[config.mk]
export PLATFORM = sky130hd
export DESIGN_NAME = iag_unit
export DESIGN_NICKNAME = d
export VERILOG_FILES = /design/src/rtl/iag_pkg.sv /design/src/rtl/iag_next_sel.sv /design/src/rtl/iag_adder.sv /design/src/rtl/iag_ret_reg.sv /design/src/rtl/iag_unit.sv
export SDC_FILE = /design/constraint.sdc
export NUM_CORES = 1
export LEC_CHECK = 0
export BUFFER_PORTS_ARGS = -buffer_cell sky130_fd_sc_hd__buf_2
export CAP_MARGIN = 20
export CORE_UTILIZATION = 52
export DETAILED_ROUTE_END_ITERATION = 10
export PLACE_DENSITY_LB_ADDON = 0.12
export REMOVE_ABC_BUFFERS = 1
export SYNTH_ARGS = -nofsm -noshare
export SYNTH_HDL_FRONTEND = slang
export SYNTH_SLANG_ARGS = --single-unit
[constraint.sdc]
create_clock -name clk -period 4.65 [get_ports clk]
set_input_delay 0.93 -clock clk [delete_from_list [all_inputs] [get_ports clk]]
set_output_delay 0.93 -clock clk [all_outputs]
set_load 0.1 [all_outputs]
[src/rtl/iag_pkg.sv]
package iag_pkg;
   typedef enum logic [1:0] {
      NXT_HOLD   = 2'd0,
      NXT_SEQ    = 2'd1,
      NXT_BRANCH = 2'd2,
      NXT_REG    = 2'd3
   } nxt_sel_e;
endpackage

[src/rtl/iag_next_sel.sv]
module iag_next_sel
   import iag_pkg::*;
(
   input  logic     wr_en,
   input  logic     inc,
   input  logic     br,
   input  logic     eq,
   input  logic     ld,
   output nxt_sel_e sel,
   output logic     use_off
);
   logic taken;
   assign taken   = br & eq;
   assign use_off = taken & ~ld;

   always_comb begin
      if (!wr_en)     sel = NXT_HOLD;
      else if (ld)    sel = NXT_REG;
      else if (taken) sel = NXT_BRANCH;
      else if (inc)   sel = NXT_SEQ;
      else            sel = NXT_HOLD;
   end
endmodule

[src/rtl/iag_adder.sv]
module iag_adder #(
   parameter int unsigned W         = 32,
   parameter int unsigned STEP      = 4,
   parameter bit          SHARED    = 1'b1
) (
   input  logic [W-1:0] pc,
   input  logic [W-1:0] off,
   input  logic         use_off,
   output logic [W-1:0] seq_addr,
   output logic [W-1:0] br_addr
);
   localparam logic [W-1:0] STEP_V = W'(STEP);

   generate
      if (SHARED) begin : g_one_adder
         logic [W-1:0] operand;
         logic [W-1:0] sum;
         assign operand  = use_off ? off : STEP_V;
         assign sum      = pc + operand;
         assign seq_addr = sum;
         assign br_addr  = sum;
      end else begin : g_two_adders
         logic unused_sel;
         assign unused_sel = use_off;
         assign seq_addr   = pc + STEP_V;
         assign br_addr    = pc + off;
      end
   endgenerate
endmodule

[src/rtl/iag_ret_reg.sv]
module iag_ret_reg #(
   parameter int unsigned W = 32
) (
   input  logic         clk,
   input  logic         rst,
   input  logic         cap,
   input  logic [W-1:0] d,
   output logic [W-1:0] q
);
   always_ff @(posedge clk) begin
      if (rst)      q <= '0;
      else if (cap) q <= d;
   end
endmodule

[src/rtl/iag_unit.sv]
module iag_unit
   import iag_pkg::*;
#(
   parameter int unsigned ADDR_W     = 32,
   parameter int unsigned STEP_BYTES = 4,
   parameter bit          SHARED_ADD = 1'b1
) (
   input  logic              clk,
   input  logic              rst,
   input  logic              pc_wr_en,
   input  logic              inc_req,
   input  logic              br_req,
   input  logic              br_equal,
   input  logic              ld_reg,
   input  logic              save_ret,
   input  logic [ADDR_W-1:0] br_offset,
   input  logic [ADDR_W-1:0] reg_a,
   output logic [ADDR_W-1:0] pc_o,
   output logic [ADDR_W-1:0] link_o
);
   localparam int unsigned STEP_LOG = $clog2(STEP_BYTES);

   generate
      if (ADDR_W < 8) begin : g_bad_width
         $error("iag_unit: ADDR_W must be at least 8");
      end
      if ((STEP_BYTES == 0) || ((1 << STEP_LOG) != STEP_BYTES)) begin : g_bad_step
         $error("iag_unit: STEP_BYTES must be a power of two");
      end
   endgenerate

   nxt_sel_e          sel;
   logic              use_off;
   logic [ADDR_W-1:0] seq_addr;
   logic [ADDR_W-1:0] br_addr;
   logic [ADDR_W-1:0] pc_q;
   logic [ADDR_W-1:0] pc_d;

   iag_next_sel i_sel (
      .wr_en   (pc_wr_en),
      .inc     (inc_req),
      .br      (br_req),
      .eq      (br_equal),
      .ld      (ld_reg),
      .sel     (sel),
      .use_off (use_off)
   );

   iag_adder #(
      .W      (ADDR_W),
      .STEP   (STEP_BYTES),
      .SHARED (SHARED_ADD)
   ) i_add (
      .pc       (pc_q),
      .off      (br_offset),
      .use_off  (use_off),
      .seq_addr (seq_addr),
      .br_addr  (br_addr)
   );

   always_comb begin
      unique case (sel)
         NXT_SEQ:    pc_d = seq_addr;
         NXT_BRANCH: pc_d = br_addr;
         NXT_REG:    pc_d = reg_a;
         default:    pc_d = pc_q;
      endcase
   end

   always_ff @(posedge clk) begin
      if (rst) pc_q <= '0;
      else     pc_q <= pc_d;
   end

   iag_ret_reg #(.W(ADDR_W)) i_ret (
      .clk (clk),
      .rst (rst),
      .cap (save_ret),
      .d   (pc_q),
      .q   (link_o)
   );

   assign pc_o = pc_q;
endmodule

[Word-level counts from Yosys, hierarchy flattened]
Index checks and enable logic that the tools add are counted.
Widths: inputs -> output; s select.
Word-level totals
  word-level logic and storage cells: 17
  output and inout bits: 64
  register bits after elaboration: 64
  bits in read-only memories: 0
  memories kept: 0
  memory bits (writable): 0
  latch bits: 0
Cells by class
  $lt $le $gt $ge: 0
  divide/modulo/power cells: 0
  $add $sub $neg: 1
  reduce and logical (&&, ||, !) cells: 2
  bitwise gates (word level): 3
  eq/ne operators: 3
  multiply operators: 0
  shift-type cells: 0
  mux-type cells: 6
Operator list (number)
  $pmux 32 s2: 1
  $add 32x32->32: 1
  $mux 32: 1
  $mux 2: 3
  $eq 2x2->1 const B: 2
  $and 1x1->1: 2
  $eq 2x1->1 const B: 1
  $reduce_bool 2->1: 1
  $reduce_or 2->1: 1
  $mux 1: 1
  $not 1->1: 1

[Logic depth before layout (Yosys ltp)]
Gate-level depths: netlist of the first run.
  depth in word-level cells: 7
  mapped depth: 15
  depth with buffers taken out: 13

[Modules after synthesis]
From an unflattened synthesis of the first run, not the netlist that was laid out.
Unflattened totals
  cells, all modules: 563
  area total of the unflattened synthesis: 5027.3 µm²
By module, submodules not included
  iag_adder: cells each 310, times used 1, area each 2198.4 µm²
  iag_unit: cells each 144, times used 1, area each 1631.6 µm²
  iag_ret_reg: cells each 103, times used 1, area each 1163.6 µm²
  iag_next_sel: cells each 6, times used 1, area each 33.8 µm²

[Worst setup path after synthesis of the first run]
No wires, ideal clock.
  kind: input to register
  start: in ld_reg
  end: reg pc_q[20], in the netlist pc_o[20]
  data arrival time: 3591 ps
  stages: 15
  path slack: 941 ps
  data required time: 4532 ps
  path through: inv_1 > clkbuf_1 > clkbuf_1 > and3_1 > ha_1 > fa_1 > a211oi_1 > o21ai_1 > nand3_2 > nand3_1 > a2111oi_1 > nor2_1 > xor2_1 > o221ai_1 > nand2_1
Between the ends
  longest elaborated chain between the ends: 5
  elaborated cells on any way between the ends: 12
  those cells by class: add/sub (1); eq/ne (3); mux (4); bitwise (2); reduce/logical (2)
Ends and longest elaborated chain
  start, declared: line iag_unit.sv:14  | input logic ld_reg,
  $not 1->1 or $mux 2 (tied branches): line iag_next_sel.sv:14, iag_next_sel.sv:18
  $and 1x1->1 or $mux 2 (tied branches): line iag_next_sel.sv:14, iag_next_sel.sv:17
  $mux 32, or another cell as far along: line iag_adder.sv:18  | assign operand = use_off ? off : STEP_V;
  $add 32x32->32 or $reduce_or 2->1 (tied branches)
  $pmux 32 s2 or $reduce_bool 2->1 (tied branches)
  end signal, assigned: line iag_unit.sv:72  | else pc_q <= pc_d;
  end, declared: line iag_unit.sv:36  | logic [ADDR_W-1:0] pc_q;
Several ways; a longest one is shown, not always the timed one.
A chain may end at the register's enable or synchronous reset.

[Worst setup path in the final report of the first run]
Ends and elaborated chain as after synthesis.

==> results of run 1 <==
worst max-delay path by stage:
| stage | start | to | slack (ps) | cells after the start |
|---|---|---|---|---|
| after floorplan | br_req | pc_o[26] | 490 | 7 |
| after global placement | ld_reg | pc_o[20] | 810 | 15 |
| after detailed placement | ld_reg | pc_o[20] | 720 | 15 |
| after CTS | ld_reg | pc_o[20] | 1080 | 15 |
| after global routing | ld_reg | pc_o[20] | 810 | 15 |
| final | ld_reg | pc_o[20] | 990 | 15 |
cells in the mapped netlist, drive strengths merged, types with 3 or more instances:
cell	instances	area, um2
o21bai	5	37.54
nor3	6	30.03
o221a	4	45.04
and3	33	206.5
or3	3	23.77
dfxtp	64	1281
xor2	8	70.07
a311oi	3	26.28
o22ai	11	68.82
clkbuf	23	86.33
a211oi	3	27.52
o211ai	3	27.52
and2	4	25.02
inv	5	18.77
o21a	3	22.52
nand4	3	18.77
o221ai	8	70.07
buf	7	28.78
nand2	42	157.7
nand3	11	60.06
o21ai	31	166.4
nand2b	4	25.02
nor2	76	290.3
mux2i	34	340.3
a21o	15	112.6
a2111oi	6	66.32
a21oi	49	252.8
ha	31	387.9
a31oi	4	25.02
xnor2	16	140.1
registers in the layout, summed over array words and instances (netlist names):
register and cells:
i_ret.q 32, pc_o 32
routing by layer:
| layer | global-route usage, % | up-vias | share of wire, % |
|---|---|---|---|
| met5 | 0 | - | 0 |
| li1 | - | 2217 | - |
| met3 | 3.984 | 16 | 6.8 |
| met1 | 37.00 | 2062 | 45 |
| met4 | 8.846 | 0 | 1.5 |
| met2 | 47.18 | 173 | 47 |
critical path, stage by stage:
cell       delay (ps)
buf_2             170
inv_1              70
buf_4             190
and3_1            160
ha_1              230
fa_1              430
a211oi_1          330
o21ai_1           190
nand3_2           140
nand3_1           140
a2111oi_1         410
nor2_1            130
xor2_1            160
o221ai_1          150
nand2_1            70
power by group through the flow:
stage	Combinational [mW]	Sequential, mW	Clock (mW)
2_1_floorplan	0.148	0.784	0
3_3_place_gp	0.437	0.607	0
3_5_place_dp	0.442	0.609	0
4_1_cts	0.444	0.596	0.492
5_1_grt	0.474	0.600	0.515
6_report	0.447	0.597	0.487
through the flow:
| step | cells | cell area, um2 | worst slack, ps |
|---|---|---|---|
| 2_1_floorplan | 505 | 4234 | 494.1 |
| 3_3_place_gp | 750 | 5111 | 810.2 |
| 3_5_place_dp | 750 | 5111 | 720.2 |
| 4_1_cts | 765 | 5306 | 1080 |
| 5_1_grt | 766 | 5321 | 812.1 |
| 6_report | 766 | 5321 | 989.4 |
cells by family after synthesis:
kind of cell,synth area share (%)
DFF,29.46
AOI/OAI and AO/OA,24.80
buffers and inverters,3.078
adders and majority gates,9.379
muxes,7.825
and+or+nand+nor,20.63
xor gates and xnor gates,4.833
final cells by class:
| cell class | instances | area [um2] |
|---|---|---|
| clock inverters | 5 | 57.56 |
| inverters | 5 | 18.77 |
| repair buffers | 144 | 750.7 |
| clock buffers | 10 | 137.6 |
| flip-flops and latches | 64 | 1281 |
| fillers | 681 | 2566 |
| multi-input cells | 436 | 2948 |
| well taps | 102 | 127.6 |
==> metrics.md, run 1 <==
| Metric | Value |
|---|---|
| R2R Path End | `pc_o[20]` |
| CP endpoint kind | `flip-flop` |
| Total power | `1.530 mW` |
| Worst r2r src | `pc_o[0]` |
| Post-CTS setup buffers | `0` |
| Logic pwr share | `just under 30%` |
| Sequential share of the synthesized area | `a little under 30%` |
| DP HPWL | `approximately 8600 um` |
| WL final | `approximately 12,000 um` |
| Largest net degree at the start of global routing | `33` |
| Final setup vio count | `0` |
| Hold Path Stages | `2` |
| Area Growth Syn to Fin | `22.35%` |
| Final Max Tran Viols | `0` |
| Skew final | `7.626 ps` |
| Initial DRC Count | `around 180` |
| Min Hold Slack | `~500 ps` |
| First-pass GRT wire length | `around 20,000 um` |
| Endpoints failing hold | `0` |
| Ports | `around 140` |
| Path depth of the worst reg2reg path | `11` |
| Final Util | `~67%` |
| Wire length per cell | `about 16 um` |
| Status | `finished, final reports clean` |
| Most common cell after layout, fill and taps aside | `buf_2` |
| Max Fclk | `approximately 270 MHz` |
| Worst-Skew Late Latency | `between 300 and 400 ps` |
| DRC viols | `0` |
| Type of the worst setup path | `in -> reg` |
| Hold Crit Endpoint | `pc_o[20]` |
| Clk root buf | `clkbuf_8` |
| Total number of vias | `4,468` |
| LEAKAGE | `2.758 nW` |
| YS warnings | `0` |
| DR vias/cell | `between 5 and 6` |
| Sum Neg Setup Slack | `0 ps` |
| Routed Antenna Nets | `0` |
| Count of cell types in the netlist | `58` |
| Layout cell share with drive strength beyond 1 | `27.56%` |
| Global Route Usage Sum | `roughly 28%` |
| Pint | `around 950 uW` |
| Slew HR | `about 33%` |
| Final worst path period need | `3661 ps` |
| Post-cts resize count | `0` |
| Final RePlAce weighted congestion | `~0.87` |
| Worst Tran Pin Value | `around 1000 ps` |
| Die Ht | `between 90 and 100 um` |
| Max IR drop VDD | `around 0.2 mV` |
| Power per standard cell area | `287.5 mW/mm2` |
| Critical Path RT | `between 4000 and 5000 ps` |
| Clock sinks | `between 60 and 70` |
| H-tree levels | `3` |
| Min-Delay Path Class | `reg -> reg` |
| Worst-path clk slew | `~70 ps` |
| Synth async-reset ratio | `0%` |
| Post-CTS Hold Buffers | `0` |
| Hold Crit Start | `pc_o[20]` |
| Initial Util | `55.14%` |
| Sw Ratio | `37.84%` |
| Vias in the first global route | `approximately 4.1k` |
| # rows | `32` |
| Reg2Reg Setup Slack | `~1800 ps` |
| Net Sw Power | `578.9 uW` |
| Netlist Area Pre-Place | `0.004349 mm2` |
| Unrepaired setup endpoints after global routing | `false` |
| Max Root-Sink Buffers | `2` |
| CORE AREA | `0.007888 mm2` |
| Critical Path AT | `between 3000 and 4000 ps` |
| Max-cap viol count | `0` |
| IO Port Bufs | `135` |
| CP max FO | `17` |
| TritonCTS clock tree | `done` |
| CTS Buf Count | `9` |
| Syn Area/Cell | `~8.1 um2` |
| Flop pwr share | `~39%` |
| Clk pwr share | `31.8%` |
| CP Launch Type | `input pin` |
| Post-synthesis register bit count | `64` |
| Die area | `about 0.0087 mm2` |
| Gate Count Post-Synth | `roughly 540` |
| Top_reg_cell synth | `dfxtp_1` |
| 1st-pass router iterations | `5` |
| Number of flops mapped to enable cells by yosys | `0` |
| Nets@finish | `around 760` |
| Final period util | `between 70% and 80%` |
| Initial antenna violation count | `0` |
| Most frequent cells in the layout | `buf_2 (135), nor2_1 (74), dfxtp_1 (64)` |
| GRT overflow | `0` |
| Die Span X | `around 93 um` |
| Ant. Diodes | `0` |
Note: power is estimated with default switching activity, not from simulation.
==> run 2: changes to the inputs <==
CORE_UTILIZATION = 47   (was 52)
clock period = 3.2 ns   (was 4.65 ns; I/O delays follow)
==> metrics.md, run 2 (synthesized netlist as in run 1, its figures left out) <==
| Metric | Value |
|---|---|
| H-tree levels | `3 (unchanged)` |
| Endpoints failing hold | `0 (unchanged)` |
| Final WS setup | `197.8 ps (-791.6 ps)` |
| Ports | `136 (unchanged)` |
| LEAKAGE | `3.128 nW (+13%)` |
| Sequential standard cell area | `0.001281 mm2 (unchanged)` |
| TritonCTS clock tree | `done` |
| Global Route Usage Sum | `28.12% (about the same)` |
| CTS Buf Count | `9 (unchanged)` |
| Max Root-Sink Buffers | `2 (unchanged)` |
| Vias in the first global route | `4,680 (+14%)` |
| Most common cell after layout, fill and taps aside | `buf_2` |
| Initial antenna violation count | `0 (unchanged)` |
| Worst Tran Pin Value | `1039 ps (+34.22 ps)` |
| Die Span X | `98.20 um (+5.1%)` |
| Initial DRC Count | `185 (+5.1%)` |
| Max-cap viol count | `0 (unchanged)` |
| Worst-path clk slew | `80 ps (about the same)` |
| Slew HR | `30.71% (-2.3 points)` |
| Met3 Usage GRT | `4.796% (+0.81 points)` |
| Worst-Skew Late Latency | `350 ps (about the same)` |
| Die Ht | `98.20 um (+5.1%)` |
| Final period util | `a little over nine tenths` |
| CP Launch Type | `input pin` |
| GRT overflow | `0 (unchanged)` |
| Total number of vias | `4,734 (+6.0%)` |
| Final worst path period need | `about 3000 ps` |
| DR vias/cell | `5.642 (-3.3%)` |
| Unrepaired setup endpoints after global routing | `false` |
| Post-CTS Hold Buffers | `0 (unchanged)` |
| Nets@finish | `830 (+8.6%)` |
| Multi-input logic area | `0.002972 mm2 (+0.81%)` |
| IO Port Bufs | `135 (unchanged)` |
| Area Growth Syn to Fin | `35.50%` |
| Min-Delay Path Class | `reg -> reg` |
| # rows | `34 (+6.3%)` |
| Initial Util | `49.15% (-6.0 points)` |
| Fin area | `0.005893 mm2 (+11%)` |
| Critical Path AT | `3240 ps (-660 ps)` |
| Skew final | `13.36 ps (+5.735 ps)` |
| Dpl cell area | `0.005614 mm2 (+9.8%)` |
| Max IR drop VDD | `0.2617 mV (+29%)` |
| Most frequent cells in the layout | `buf_2 (135), nor2_1 (74), buf_4 (74)` |
| Final Max Tran Viols | `0 (unchanged)` |
| Most Used Layer, Global Route | `met2` |
| Die area | `0.009642 mm2 (+10%)` |
| Wire length per cell | `15.74 um (-0.89%)` |
| First-pass GRT wire length | `22,030 um (+13%)` |
| Power per standard cell area | `416.4 mW/mm2 (+45%)` |
| DP HPWL | `9856 um (+14%)` |
| Met1 GRT Util | `36.44% (-0.57 points)` |
| CORE AREA | `0.008848 mm2 (+12%)` |
| Fill cell count | `778 (+14%)` |
| Max Fclk | `roughly 330 MHz` |
| 1st-pass router iterations | `8 (+3)` |
| Largest net degree at the start of global routing | `36 (+9.1%)` |
| Clock sinks | `64 (unchanged)` |
| CP endpoint kind | `flip-flop` |
| DRC viols | `10 (+10)` |
| Violated checks | `DRC` |
| Critical Path RT | `3440 ps (-1450 ps)` |
| CP max FO | `15 (-2)` |
| Final RePlAce weighted congestion | `0.9546 (+9.2%)` |
| Routed Antenna Nets | `0 (unchanged)` |
| Type of the worst setup path | `in -> reg` |
| Layout cell share with drive strength beyond 1 | `34.88% (+7.3 points)` |
| Status | `finished, violations left` |
| Ant. Diodes | `0 (unchanged)` |
| WL final | `13,200 um (+8.6%)` |
| Place WS | `-224.9 ps (-945.0 ps)` |
| Clk root buf | `clkbuf_8` |
| Met2 usage | `47.56% (+0.38 points)` |
| Final setup vio count | `0 (unchanged)` |
[run 2: cell count changes in the layout (fill, tap and decap cells not counted), sizes merged]
cell | before | now
buf | 144 | 210
bufinv | 1 | 3
clkbuf | 10 | 9
clkinv | 1 | 3
clkinvlp | 3 | 1
[run 2: routing by layer]
layer,wire [um],vias up
li1,-,2354
met1,5970,2211
met2,6319,149
met3,704,20
met4,209,0
met5,0,-
[run 2: final timing paths]
path                                  to  slack [ps]  cells past startpoint  startpoint
worst max register to register  pc_o[20]         630                     11     pc_o[0]
worst min register to register  pc_o[25]         480                      2    pc_o[25]
worst min-delay path            pc_o[25]         480                      2    pc_o[25]
worst max-delay path            pc_o[22]         200                     15      br_req
[run 2: where the power goes]
group | total (mW) | switching [mW] | internal, mW | leakage, nW
Combinational | 0.707 | 0.490 | 0.217 | 2.49
Clock | 0.880 | 0.362 | 0.519 | 0.119
Sequential | 0.867 | 0.0343 | 0.833 | 0.521
Total | 2.45 | 0.886 | 1.57 | 3.13
[run 2: through the flow]
stage | TNS, ps | utilization [%] | hold slack [ps] | power [mW] | cells
3_3_place_gp | -1557 | 63.45 | 464.4 | 1.573 | 822
2_1_floorplan | -6226 | - | 709.1 | 1.355 | 505
3_5_place_dp | -2409 | 63.45 | 473.1 | 1.583 | 822
6_report | 0 | 66.60 | 483.9 | 2.454 | 839
4_1_cts | 0 | 66.20 | 483.9 | 2.458 | 838
5_1_grt | 0 | 66.60 | 500.5 | 2.553 | 839
[run 2: what timing repair did]
| action | in CTS | in global routing |
|---|---|---|
| gates resized for setup | 0 | 7 |
| buffers inserted | 0 | 1 |
| endpoints found under the setup margin | 0 | 5 |
[run 2: critical path, stage by stage]
cell and delay [ps]:
buf_2 90, and2_1 190, buf_6 160, and3_1 180
ha_1 290, a21o_1 160, a21o_1 170, a21o_1 190
a221o_1 400, nor2_2 160, o21ai_2 90, buf_4 140
xor2_1 130, o221ai_1 160, nand2_1 70
[run 2: area by class of cell]
| type | instances | share of cell area [%] |
|---|---|---|
| inverters | 5 | 0.3185 |
| flip-flops and latches | 64 | 21.74 |
| clock inverters | 7 | 2.038 |
| clock buffers | 9 | 2.102 |
| multi-input cells | 436 | 50.42 |
| repair buffers | 210 | 21.08 |
| well taps | 108 | 2.293 |
